--- src/rtl/uart_rb_pkg.sv ---
package uart_rb_pkg;
  localparam int DATA_W  = 32;
  localparam int NUM_IRQ = 11;
  localparam int ERR_W   = 4;

  // register indices (byte offset / 4); software depends on these
  localparam int IDX_DATA  = 0;
  localparam int IDX_RSTAT = 1;
  localparam int IDX_FLAG  = 6;
  localparam int IDX_IRDA  = 8;
  localparam int IDX_BAUDI = 9;
  localparam int IDX_BAUDF = 10;
  localparam int IDX_LINE  = 11;
  localparam int IDX_CTRL  = 12;
  localparam int IDX_LEVEL = 13;
  localparam int IDX_MASK  = 14;
  localparam int IDX_RAW   = 15;
  localparam int IDX_MSKD  = 16;
  localparam int IDX_CLR   = 17;
  localparam int IDX_DMA   = 18;

  typedef struct packed {
    logic ring, txe, rxf, txf, rxe, busy, dcd, dsr, cts;
  } flag_t;
endpackage

--- src/rtl/uart_rb_bus.sv ---
module uart_rb_bus #(
  parameter int ADDR_W = 7,
  localparam int IDX_W = ADDR_W - 2,
  localparam int NREG  = 1 << IDX_W
) (
  input  logic              clk,
  input  logic              rst,
  input  logic              bus_valid,
  input  logic              bus_write,
  input  logic [ADDR_W-1:0] bus_addr,
  output logic              bus_ready,
  output logic              rd_acc,
  output logic              aligned,
  output logic [IDX_W-1:0]  idx,
  output logic [NREG-1:0]   wr_sel,
  output logic              rsp_valid
);
  logic acc;

  assign bus_ready = 1'b1;
  assign acc       = bus_valid && bus_ready;
  assign aligned   = (bus_addr[1:0] == 2'b00);
  assign idx       = bus_addr[ADDR_W-1:2];
  assign rd_acc    = acc && !bus_write;

  for (genvar g = 0; g < NREG; g++) begin : g_sel
    assign wr_sel[g] = acc && bus_write && aligned && (idx == IDX_W'(g));
  end

  always_ff @(posedge clk) begin
    if (rst) rsp_valid <= 1'b0;
    else     rsp_valid <= rd_acc;
  end


  rsp_follow_chk: assert property (@(posedge clk) disable iff (rst)
    (bus_valid && !bus_write) |=> rsp_valid);

  rsp_cause_chk: assert property (@(posedge clk) disable iff (rst)
    rsp_valid |-> $past(bus_valid && !bus_write));
endmodule

--- src/rtl/uart_rb_field.sv ---
module uart_rb_field #(
  parameter int         W   = 8,
  parameter logic [W-1:0] RST = '0
) (
  input  logic         clk,
  input  logic         rst,
  input  logic         we,
  input  logic [W-1:0] d,
  output logic [W-1:0] q
);
  always_ff @(posedge clk) begin
    if (rst)     q <= RST;
    else if (we) q <= d;
  end
endmodule

--- src/rtl/uart_rb_cfg.sv ---
module uart_rb_cfg
  import uart_rb_pkg::*;
#(
  parameter int NREG    = 32,
  parameter int IRDA_W  = 8,
  parameter int BAUDI_W = 16,
  parameter int BAUDF_W = 6,
  parameter int LINE_W  = 8,
  parameter int CTRL_W  = 16,
  parameter int LEVEL_W = 6,
  parameter int DMA_W   = 3,
  parameter logic [CTRL_W-1:0] CTRL_RST = CTRL_W'(16'h0300)
) (
  input  logic               clk,
  input  logic               rst,
  input  logic [NREG-1:0]    wr_sel,
  input  logic [DATA_W-1:0]  wdata,
  output logic [IRDA_W-1:0]  irda_cnt,
  output logic [BAUDI_W-1:0] baud_int,
  output logic [BAUDF_W-1:0] baud_frac,
  output logic [LINE_W-1:0]  line_ctrl,
  output logic [CTRL_W-1:0]  port_ctrl,
  output logic [LEVEL_W-1:0] fifo_lvl,
  output logic [NUM_IRQ-1:0] irq_mask,
  output logic [DMA_W-1:0]   dma_ctrl
);
  uart_rb_field #(.W(IRDA_W)) u_irda (.clk, .rst,
    .we(wr_sel[IDX_IRDA]), .d(wdata[IRDA_W-1:0]), .q(irda_cnt));
  uart_rb_field #(.W(BAUDI_W)) u_baudi (.clk, .rst,
    .we(wr_sel[IDX_BAUDI]), .d(wdata[BAUDI_W-1:0]), .q(baud_int));
  uart_rb_field #(.W(BAUDF_W)) u_baudf (.clk, .rst,
    .we(wr_sel[IDX_BAUDF]), .d(wdata[BAUDF_W-1:0]), .q(baud_frac));
  uart_rb_field #(.W(LINE_W)) u_line (.clk, .rst,
    .we(wr_sel[IDX_LINE]), .d(wdata[LINE_W-1:0]), .q(line_ctrl));
  uart_rb_field #(.W(CTRL_W), .RST(CTRL_RST)) u_ctrl (.clk, .rst,
    .we(wr_sel[IDX_CTRL]), .d(wdata[CTRL_W-1:0]), .q(port_ctrl));
  uart_rb_field #(.W(LEVEL_W)) u_level (.clk, .rst,
    .we(wr_sel[IDX_LEVEL]), .d(wdata[LEVEL_W-1:0]), .q(fifo_lvl));
  uart_rb_field #(.W(NUM_IRQ)) u_mask (.clk, .rst,
    .we(wr_sel[IDX_MASK]), .d(wdata[NUM_IRQ-1:0]), .q(irq_mask));
  uart_rb_field #(.W(DMA_W)) u_dma (.clk, .rst,
    .we(wr_sel[IDX_DMA]), .d(wdata[DMA_W-1:0]), .q(dma_ctrl));
endmodule

--- src/rtl/uart_rb_irq.sv ---
module uart_rb_irq
  import uart_rb_pkg::*;
(
  input  logic               clk,
  input  logic               rst,
  input  logic [NUM_IRQ-1:0] evt,
  input  logic               clr_we,
  input  logic [NUM_IRQ-1:0] clr_bits,
  input  logic [NUM_IRQ-1:0] mask,
  output logic [NUM_IRQ-1:0] raw,
  output logic [NUM_IRQ-1:0] mskd,
  output logic               irq_o
);
  logic [NUM_IRQ-1:0] kill;

  assign kill = clr_we ? clr_bits : '0;
  assign mskd = raw & mask;

  always_ff @(posedge clk) begin
    if (rst) begin
      raw   <= '0;
      irq_o <= 1'b0;
    end else begin
      raw   <= (raw & ~kill) | evt;
      irq_o <= |mskd;
    end
  end


  evt_sets_chk: assert property (@(posedge clk) disable iff (rst)
    (|evt) |=> ((raw & $past(evt)) == $past(evt)));

  clear_drops_chk: assert property (@(posedge clk) disable iff (rst)
    clr_we |=> ((raw & $past(clr_bits & ~evt)) == '0));

  raw_hold_chk: assert property (@(posedge clk) disable iff (rst)
    (!clr_we && evt == '0) |=> $stable(raw));

  irq_cause_chk: assert property (@(posedge clk) disable iff (rst)
    $rose(irq_o) |-> $past((raw & mask) != '0));
endmodule

--- src/rtl/uart_regblock.sv ---
module uart_regblock
  import uart_rb_pkg::*;
#(
  parameter int ADDR_W  = 7,
  parameter int BYTE_W  = 8,
  parameter int IRDA_W  = 8,
  parameter int BAUDI_W = 16,
  parameter int BAUDF_W = 6,
  parameter int LINE_W  = 8,
  parameter int CTRL_W  = 16,
  parameter int LEVEL_W = 6,
  parameter int DMA_W   = 3
) (
  input  logic               clk,
  input  logic               rst,
  input  logic               bus_valid,
  output logic               bus_ready,
  input  logic               bus_write,
  input  logic [ADDR_W-1:0]  bus_addr,
  input  logic [DATA_W-1:0]  bus_wdata,
  output logic               rsp_valid,
  output logic [DATA_W-1:0]  rsp_rdata,
  input  logic [BYTE_W-1:0]  rx_byte,
  input  logic [ERR_W-1:0]   rx_err_flags,
  output logic               rx_pop,
  output logic               tx_push,
  output logic [BYTE_W-1:0]  tx_byte,
  input  logic               line_cts,
  input  logic               line_dsr,
  input  logic               line_dcd,
  input  logic               line_ri,
  input  logic               tx_busy,
  input  logic               rxq_empty,
  input  logic               txq_full,
  input  logic               rxq_full,
  input  logic               txq_empty,
  input  logic [NUM_IRQ-1:0] irq_evt,
  output logic               irq_out,
  output logic [IRDA_W-1:0]  irda_cnt,
  output logic [BAUDI_W-1:0] baud_int,
  output logic [BAUDF_W-1:0] baud_frac,
  output logic [LINE_W-1:0]  line_ctrl,
  output logic [CTRL_W-1:0]  port_ctrl,
  output logic [LEVEL_W-1:0] fifo_lvl,
  output logic [DMA_W-1:0]   dma_ctrl
);
  localparam int IDX_W = ADDR_W - 2;
  localparam int NREG  = 1 << IDX_W;

  logic               rd_acc, aligned;
  logic [IDX_W-1:0]   idx;
  logic [NREG-1:0]    wr_sel;
  logic [NUM_IRQ-1:0] irq_mask, raw, mskd;
  logic [ERR_W-1:0]   rsr;
  logic [DATA_W-1:0]  rd_word;
  logic               data_rd;
  flag_t              flags;
  logic               unused_wdata;

  assign unused_wdata = ^bus_wdata[DATA_W-1:CTRL_W];

  uart_rb_bus #(.ADDR_W(ADDR_W)) u_bus (
    .clk, .rst, .bus_valid, .bus_write, .bus_addr, .bus_ready,
    .rd_acc, .aligned, .idx, .wr_sel, .rsp_valid);

  uart_rb_cfg #(.NREG(NREG), .IRDA_W(IRDA_W), .BAUDI_W(BAUDI_W),
    .BAUDF_W(BAUDF_W), .LINE_W(LINE_W), .CTRL_W(CTRL_W),
    .LEVEL_W(LEVEL_W), .DMA_W(DMA_W)) u_cfg (
    .clk, .rst, .wr_sel, .wdata(bus_wdata), .irda_cnt, .baud_int,
    .baud_frac, .line_ctrl, .port_ctrl, .fifo_lvl, .irq_mask, .dma_ctrl);

  uart_rb_irq u_irq (
    .clk, .rst, .evt(irq_evt), .clr_we(wr_sel[IDX_CLR]),
    .clr_bits(bus_wdata[NUM_IRQ-1:0]), .mask(irq_mask),
    .raw, .mskd, .irq_o(irq_out));

  assign flags = '{ring: line_ri, txe: txq_empty, rxf: rxq_full,
                   txf: txq_full, rxe: rxq_empty, busy: tx_busy,
                   dcd: line_dcd, dsr: line_dsr, cts: line_cts};

  assign data_rd = rd_acc && aligned && (idx == IDX_W'(IDX_DATA));

  always_comb begin
    rd_word = '0;
    if (aligned) begin
      case (int'(idx))
        IDX_DATA:  rd_word = DATA_W'({rx_err_flags, rx_byte});
        IDX_RSTAT: rd_word = DATA_W'(rsr);
        IDX_FLAG:  rd_word = DATA_W'(flags);
        IDX_IRDA:  rd_word = DATA_W'(irda_cnt);
        IDX_BAUDI: rd_word = DATA_W'(baud_int);
        IDX_BAUDF: rd_word = DATA_W'(baud_frac);
        IDX_LINE:  rd_word = DATA_W'(line_ctrl);
        IDX_CTRL:  rd_word = DATA_W'(port_ctrl);
        IDX_LEVEL: rd_word = DATA_W'(fifo_lvl);
        IDX_MASK:  rd_word = DATA_W'(irq_mask);
        IDX_RAW:   rd_word = DATA_W'(raw);
        IDX_MSKD:  rd_word = DATA_W'(mskd);
        IDX_DMA:   rd_word = DATA_W'(dma_ctrl);
        default:   rd_word = '0;
      endcase
    end
  end

  always_ff @(posedge clk) begin
    if (rst) begin
      rsp_rdata <= '0;
      rx_pop    <= 1'b0;
      tx_push   <= 1'b0;
      tx_byte   <= '0;
      rsr       <= '0;
    end else begin
      rx_pop  <= data_rd;
      tx_push <= wr_sel[IDX_DATA];
      if (rd_acc) rsp_rdata <= rd_word;
      if (wr_sel[IDX_DATA]) tx_byte <= bus_wdata[BYTE_W-1:0];
      if (wr_sel[IDX_RSTAT]) rsr <= '0;
      else if (data_rd)      rsr <= rsr | rx_err_flags;
    end
  end


  push_cause_chk: assert property (@(posedge clk) disable iff (rst)
    tx_push |-> $past(bus_valid && bus_write && bus_addr == '0));

  pop_cause_chk: assert property (@(posedge clk) disable iff (rst)
    rx_pop |-> $past(bus_valid && !bus_write && bus_addr == '0));

  rsr_clear_chk: assert property (@(posedge clk) disable iff (rst)
    wr_sel[IDX_RSTAT] |=> (rsr == '0));
endmodule

--- config.mk ---
export PLATFORM = sky130hd
export DESIGN_NAME = uart_regblock
export DESIGN_NICKNAME = d
export VERILOG_FILES = /design/src/rtl/uart_rb_pkg.sv /design/src/rtl/uart_rb_bus.sv /design/src/rtl/uart_rb_field.sv /design/src/rtl/uart_rb_cfg.sv /design/src/rtl/uart_rb_irq.sv /design/src/rtl/uart_regblock.sv
export SDC_FILE = /design/constraint.sdc
export NUM_CORES = 1
export LEC_CHECK = 0
export BUFFER_PORTS_ARGS = -buffer_cell sky130_fd_sc_hd__buf_4
export CORE_UTILIZATION = 40
export DETAILED_ROUTE_END_ITERATION = 6
export HOLD_SLACK_MARGIN = 0.06
export PLACE_DENSITY = 0.66
export SYNTH_ARGS = -nofsm -noshare
export SYNTH_HDL_FRONTEND = slang
export SYNTH_SLANG_ARGS = --single-unit
export TNS_END_PERCENT = 100
--- constraint.sdc ---
create_clock -name clk -period 3.3 [get_ports clk]
set_input_delay 0.165 -clock clk [delete_from_list [all_inputs] [get_ports clk]]
set_output_delay 0.165 -clock clk [all_outputs]
set_load 0.005 [all_outputs]
======== Yosys cells after proc, flatten, opt, wreduce, memory -nomap -nowiden ========
Cells that the tools add are included.
word-level totals
  register bits ........................... 133
  output and inout port bits .............. 108
operators by class
  equal/unequal tests ..................... 13
  mux-type cells .......................... 3
  bitwise gates (word level) .............. 5
  reductions and logical operators ........ 21
operator list
  cell                  number
  $pmux W16 S13         1
  $eq A5 B4 Y1 const B  8
  $and A11 B11 Y11      2
  $logic_and A1 B1 Y1   16
  $mux W16              1
  $eq A5 B5 Y1 const B  3
  $mux W11              1
  $not A11 Y11          1
  $or A11 B11 Y11       1
  $reduce_or A11 Y1     1
  $eq A5 B1 Y1 const B  1
  $eq A5 B3 Y1 const B  1
  $logic_not A5 Y1      1
  $or A4 B4 Y4          1
  $logic_not A2 Y1      1
  $reduce_or A2 Y1      1
  $logic_not A1 Y1      1

======== Longest topological paths before layout ========
  depth after elaboration ................. 7
  gate-level depth with buffers ........... 8
  gate-level depth less buffers ........... 5

======== Hierarchy ========
From an unflattened synthesis, not the netlist that was laid out.
unflattened totals
  cells, all modules ...................... 638
  area total of the unflattened synthesis .. 5945.7 µm²
by module, submodules not included
  module                             instances  cells each  area an instance (µm²)  sequential area each (µm²)
  uart_regblock                      1          272         2321.0                  600.6
  uart_rb_field (u_cfg.u_ctrl)       1          52          583.1                   320.3
  uart_rb_field (u_cfg.u_baudi)      1          52          580.6                   320.3
  uart_rb_field (u_cfg.u_irda ...)   2          26          285.3                   160.2
  uart_rb_irq                        1          63          494.2                   240.2
  uart_rb_bus                        1          65          480.5                   20.0
  uart_rb_field (u_cfg.u_baudf ...)  2          19          214.0                   120.1
  uart_rb_field (u_cfg.u_mask)       1          35          386.6                   220.2
  uart_rb_field (u_cfg.u_dma)        1          9           101.3                   60.1

======== Worst setup path after synthesis ========
Ideal clock, no wire load.
  kind .................................... input to register
  start ................................... input bus_addr[3]
  end ..................................... register rsp_rdata[13]
  library setup time ...................... 128 ps
  arrival ................................. 1265 ps
  required time ........................... 3172 ps
  slack ................................... 1907 ps
  cell stages on the path ................. 8
  buffers on the path ..................... 3
  cell sequence ........................... buf_4 -> buf_2 -> nand3b_1 -> a21oi_2 -> o21ai_2 -> buf_6 -> a2bb2oi_1 -> nor2_1
between the ends
  longest elaborated chain between the ends .. 3
  elaborated cells on any way between the ends .. 15
ends and longest elaborated chain
  item                                        line                  RTL
  start, declared                             uart_regblock.sv:19   input logic [ADDR_W-1:0] bus_addr,
  $eq A5 B5 Y1, or another cell as far along  uart_regblock.sv:86   case (int'(idx))
  $pmux W16 S13 (*)                           uart_regblock.sv:86
  $mux W16 (*)                                uart_regblock.sv:85   if (aligned) begin
  end signal, assigned                        uart_regblock.sv:115  if (rd_acc) rsp_rdata <= rd_word;
  end, declared                               uart_regblock.sv:22   output logic [DATA_W-1:0] rsp_rdata,
Every way passes the cells marked *; elsewhere a longest branch is shown, timed or not.
A chain may end at the register's enable or synchronous reset.

======== Worst setup path after layout ========
  start ................................... input bus_addr[3]
  end ..................................... register tx_byte[1]
between the ends
  longest elaborated chain between the ends .. 2
ends and longest elaborated chain
  item                  line                  RTL
  $logic_not A5 Y1      uart_rb_bus.sv:27     assign wr_sel[g] = acc && bus_write && aligned && (idx == IDX_W'(g));
  $logic_and A1 B1 Y1   uart_rb_bus.sv:27
  end signal, assigned  uart_regblock.sv:116  if (wr_sel[IDX_DATA]) tx_byte <= bus_wdata[BYTE_W-1:0];
  end, declared         uart_regblock.sv:27   output logic [BYTE_W-1:0] tx_byte,
No other way between the ends.

==> flow_summary.rst <==
.. list-table::
   :header-rows: 1

   * - Metric
     - Value
   * - Width of the die
     - 119 um
   * - Cell at the root of the clock tree
     - sky130_fd_sc_hd__clkbuf_16
   * - Reg-to-reg startpoint
     - u_irq.raw[7]
   * - Beginning of the worst hold path
     - bus_wdata[7]
   * - Post-route cell area
     - 7350 sq um
   * - Largest clock skew in the final design
     - 6.70 ps
   * - RSZ-0062 raised after global routing
     - false
   * - Area of the core region
     - 13200 sq um
   * - Final critical delay including setup and external delays
     - 2010 ps
   * - Maximum level of the CTS H-tree
     - 4
   * - Clock buffers created by TritonCTS
     - 17
   * - Post-Place Cell Area
     - 6510 sq um
   * - Endpoint of the lowest-slack register-to-register path
     - rsp_rdata[7]
   * - Number of top-level design ports
     - 183
   * - Number of setup violations in the final report
     - 0
   * - Category of the worst setup path capture point
     - flop
   * - Number of rows in the core area
     - 42
   * - Prevailing post-synth register cell
     - sky130_fd_sc_hd__dfxtp_1
   * - Nets
     - 871
   * - Delay contributed by the slowest stage of the critical path
     - 830 ps
   * - Estimated wirelength of the detail-placed design
     - 13.5 mm
   * - Data required time of the critical path
     - 3570 ps
   * - Number of iterations in the first detailed-routing pass
     - 5
   * - Footprint of the multi-input gates
     - 2770 sq um
   * - Final Hold Viols
     - 0
   * - Worst Hold Class
     - primary input to flop
   * - Status
     - finished, final reports clean
   * - Wire length of the first global-routing pass
     - 29.9 mm
   * - Antenna Nets Post-Route
     - 0
   * - Clock-pin transition on the worst setup and hold timing paths
     - 50 ps
   * - Final count of pins violating max slew
     - 0
   * - Fraction of final layout cells sized beyond drive strength 1
     - 25.9%
   * - DR vias
     - 5549
   * - Worst Hold Endpoint
     - u_cfg.u_ctrl.q[7]
   * - N_diodes
     - 0
   * - TNS Setup
     - 0 ps
   * - Slew margin rel.
     - 36.3%
   * - Netlist area before placement
     - 5450 sq um
   * - Maximum number of pins on one net before global-route repair
     - 65
   * - Flip-flop and latch count after synthesis
     - 117
   * - Cell count after synthesis
     - 647
   * - Max Clock Freq
     - 499 MHz
   * - Number of global-route vias before repair
     - 5298
   * - Number of cells traversed by the worst hold path
     - 3
   * - Count of cells resized by post-cts repair
     - 0
   * - Synth-to-layout area growth
     - 34.7%
   * - Number of enable flip-flop cells after synthesis
     - 0
   * - Cell type with the highest aggregate area in the netlist
     - sky130_fd_sc_hd__dfxtp_1
   * - Clock buffer depth
     - 2
   * - Element type at the critical path start
     - primary input
   * - Die Footprint
     - 14100 sq um
   * - Final routed wire length divided by cell count
     - 20.0 um
   * - CTS tree
     - yes
   * - Violation count after the first detailed-routing iteration
     - 562
   * - Worst endpoint data arrival time
     - 2270 ps
   * - Max-capacitance violation count
     - 0
   * - Leakage Power
     - 2.90 nW
   * - Cells along the critical path
     - buf_4, nor2_1, and2_1, nand2_1, nand2_1, a21oi_1
   * - Average via count per standard cell
     - 5.64
   * - Placer Congestion
     - 0.878
   * - Synth warn
     - 0
   * - Largest driver fanout on the critical path
     - 21
   * - Post-route DRC
     - 0
   * - Overall die height
     - 119 um
   * - Latest clock arrival within the worst-skew pair
     - 410 ps
   * - Slew @ Worst Pin
     - 955 ps
   * - Total of fill cells in the finished design
     - 1244
   * - Average footprint of a synthesized cell
     - 8.43 sq um
   * - Cell occurring most often along the worst timing path
     - sky130_fd_sc_hd__nand2_1
   * - Final period util
     - 60.8%
   * - Final wirelength
     - 19.7 mm
   * - Setup Crit Path Kind
     - primary input to flop
   * - Number of clock sinks
     - 117
   * - Ratio of total power to cell area
     - 485 nW/um^2
   * - Cell with the largest stage delay on the worst path
     - sky130_fd_sc_hd__and2_1
   * - Post-synth ARST share
     - 0%
   * - Crit. Startpoint
     - bus_addr[3]
   * - Number of cells on the worst reg-to-reg path
     - 5
   * - Share of the yosys chip area belonging to registers
     - 43.0%
   * - Overall overflow remaining after global route
     - 0
   * - Top Family by Delay on Critical Path
     - simple AND/OR/NAND/NOR gates
   * - Number of port buffers
     - 149
   * - Worst ir drop on vdd
     - 0.299 mV
   * - Top post-synthesis cells by area
     - sky130_fd_sc_hd__dfxtp_1 (43%), sky130_fd_sc_hd__nand2_1 (9.5%), sky130_fd_sc_hd__mux2i_1 (7.0%)
   * - Worst R2R Setup Slack
     - 1740 ps
   * - Starting density of the core
     - 41.2%
   * - Number of distinct standard cells referenced by the synthesized netlist
     - 62
   * - Initial antenna violation count
     - 0
   * - Sequential standard cell area
     - 2340 sq um
   * - Share of Yosys cell area claimed by the top area cell type
     - 43.0%
   * - CP Buf/Inv Count
     - 1
   * - GRT Util Overall
     - 27.9%
layout make-up:
class	count	area share, %
well taps	176	3.00
clock buffers	21	6.40
repair buffers	180	19.2
multi-input cells	478	37.7
inverters	2	0.102
clock inverters	9	1.74
flip-flops and latches	117	31.9
tightest hold or removal path: stages:
cell,delay (ps)
sky130_fd_sc_hd__buf_4,150
sky130_fd_sc_hd__nand2_1,70
sky130_fd_sc_hd__a21oi_1,50
worst max path at each step:
stage                    end  slack (ps)  depth (start not counted)
2_1_floorplan  rsp_rdata[13]        1910                          8
3_3_place_gp      tx_byte[4]        1050                          6
3_5_place_dp      tx_byte[1]         950                          6
4_1_cts           tx_byte[1]        1380                          6
5_1_grt           tx_byte[1]        1230                          6
6_report          tx_byte[1]        1290                          6
per-layer routing:
metal	track usage [%]	vias to the layer above	wire, um
li1	-	2550	-
met3	5.94	36	1390
met4	10.3	0	459
met2	45.9	292	9520
met5	0	-	0
met1	35.9	2671	8300
power by group:
part | leakage (nW) | total [mW] | internal (mW) | switching [mW]
sequential | 0.946 | 1.44 | 1.43 | 0.0163
clock | 0.287 | 1.88 | 1.23 | 0.650
combinational | 1.67 | 0.239 | 0.0991 | 0.140
sequential cells by signal, summed over array words and instances, names as in the netlist, 6 cells and up:
| signal | count |
|---|---|
| u_cfg.u_baudi.q | 16 |
| rsp_rdata | 16 |
| u_cfg.u_irda.q | 8 |
| u_cfg.u_ctrl.q | 16 |
| u_cfg.u_baudf.q | 6 |
| u_irq.raw | 11 |
| u_cfg.u_level.q | 6 |
| u_cfg.u_mask.q | 11 |
| tx_byte | 8 |
| u_cfg.u_line.q | 8 |
cell usage in the layout (no fill, tap or decap), drive strengths merged, types with 8 or more instances in the layout:
cell	Yosys	routed
a22oi	21	21
nand2	138	138
nand3	29	29
conb	2	17
a221oi	15	15
a21oi	78	78
mux2i	38	38
dfxtp	117	117
and3	10	10
clkbuf	23	21
buf	42	156
dlygate4sd3	0	24
o21ai	8	8
nor2	57	57
logic make-up (layout without fill, tap and decap cells):
group                  count (synthesis)  after routing  synth area share (%)
AO/OA/AOI/OAI                        155            155                  19.3
buffers and inverters                 67            212                  7.60
flip-flops                           117            117                  43.0
multiplexers                          38             38                  6.98
other                                  2             17                 0.138
AND/OR/NAND/NOR                      268            268                  23.1
metrics by stage:
step | hold slack, ps | cells | power, mW | worst slack (ps) | utilization (%)
floorplan | 282 | 662 | 1.59 | 1910 | -
global placement | 371 | 929 | 1.68 | 1050 | 49.1
detailed placement | 376 | 929 | 1.68 | 954 | 49.1
CTS | 60.7 | 983 | 3.56 | 1380 | 55.5
global route | 86.9 | 983 | 3.65 | 1230 | 55.5
finish | 80.9 | 983 | 3.56 | 1290 | 55.5
synth_stat cells, types with 2 or more instances:
cell,n
sky130_fd_sc_hd__o2bb2ai_1,3
sky130_fd_sc_hd__o22ai_1,3
sky130_fd_sc_hd__mux2i_1,38
sky130_fd_sc_hd__nand3_1,29
sky130_fd_sc_hd__a21o_1,2
sky130_fd_sc_hd__nand4_1,2
sky130_fd_sc_hd__buf_4,25
sky130_fd_sc_hd__conb_1,2
sky130_fd_sc_hd__o31a_1,2
sky130_fd_sc_hd__o21ai_0,7
sky130_fd_sc_hd__a21oi_1,74
sky130_fd_sc_hd__a21oi_2,4
sky130_fd_sc_hd__and2_1,5
sky130_fd_sc_hd__a2bb2oi_1,5
sky130_fd_sc_hd__buf_6,5
sky130_fd_sc_hd__nor2_1,51
sky130_fd_sc_hd__nor3_1,4
sky130_fd_sc_hd__a22oi_1,21
sky130_fd_sc_hd__nor4b_1,2
sky130_fd_sc_hd__a221oi_1,10
sky130_fd_sc_hd__nor2b_1,4
sky130_fd_sc_hd__a222oi_1,3
sky130_fd_sc_hd__a221oi_2,5
sky130_fd_sc_hd__nor2_2,3
sky130_fd_sc_hd__and3_1,10
sky130_fd_sc_hd__a32oi_1,4
sky130_fd_sc_hd__nand3b_1,3
sky130_fd_sc_hd__buf_2,10
sky130_fd_sc_hd__nand2_1,138
sky130_fd_sc_hd__clkbuf_2,2
sky130_fd_sc_hd__nor2_4,3
sky130_fd_sc_hd__clkbuf_1,21
sky130_fd_sc_hd__dfxtp_1,117
sky130_fd_sc_hd__inv_1,2
what timing repair did:
item,in CTS,in global routing
hold buffers,24,0
hold endpoints to repair,35,0
buffers inserted,0,0
Note: power is estimated with default switching activity, not from simulation.
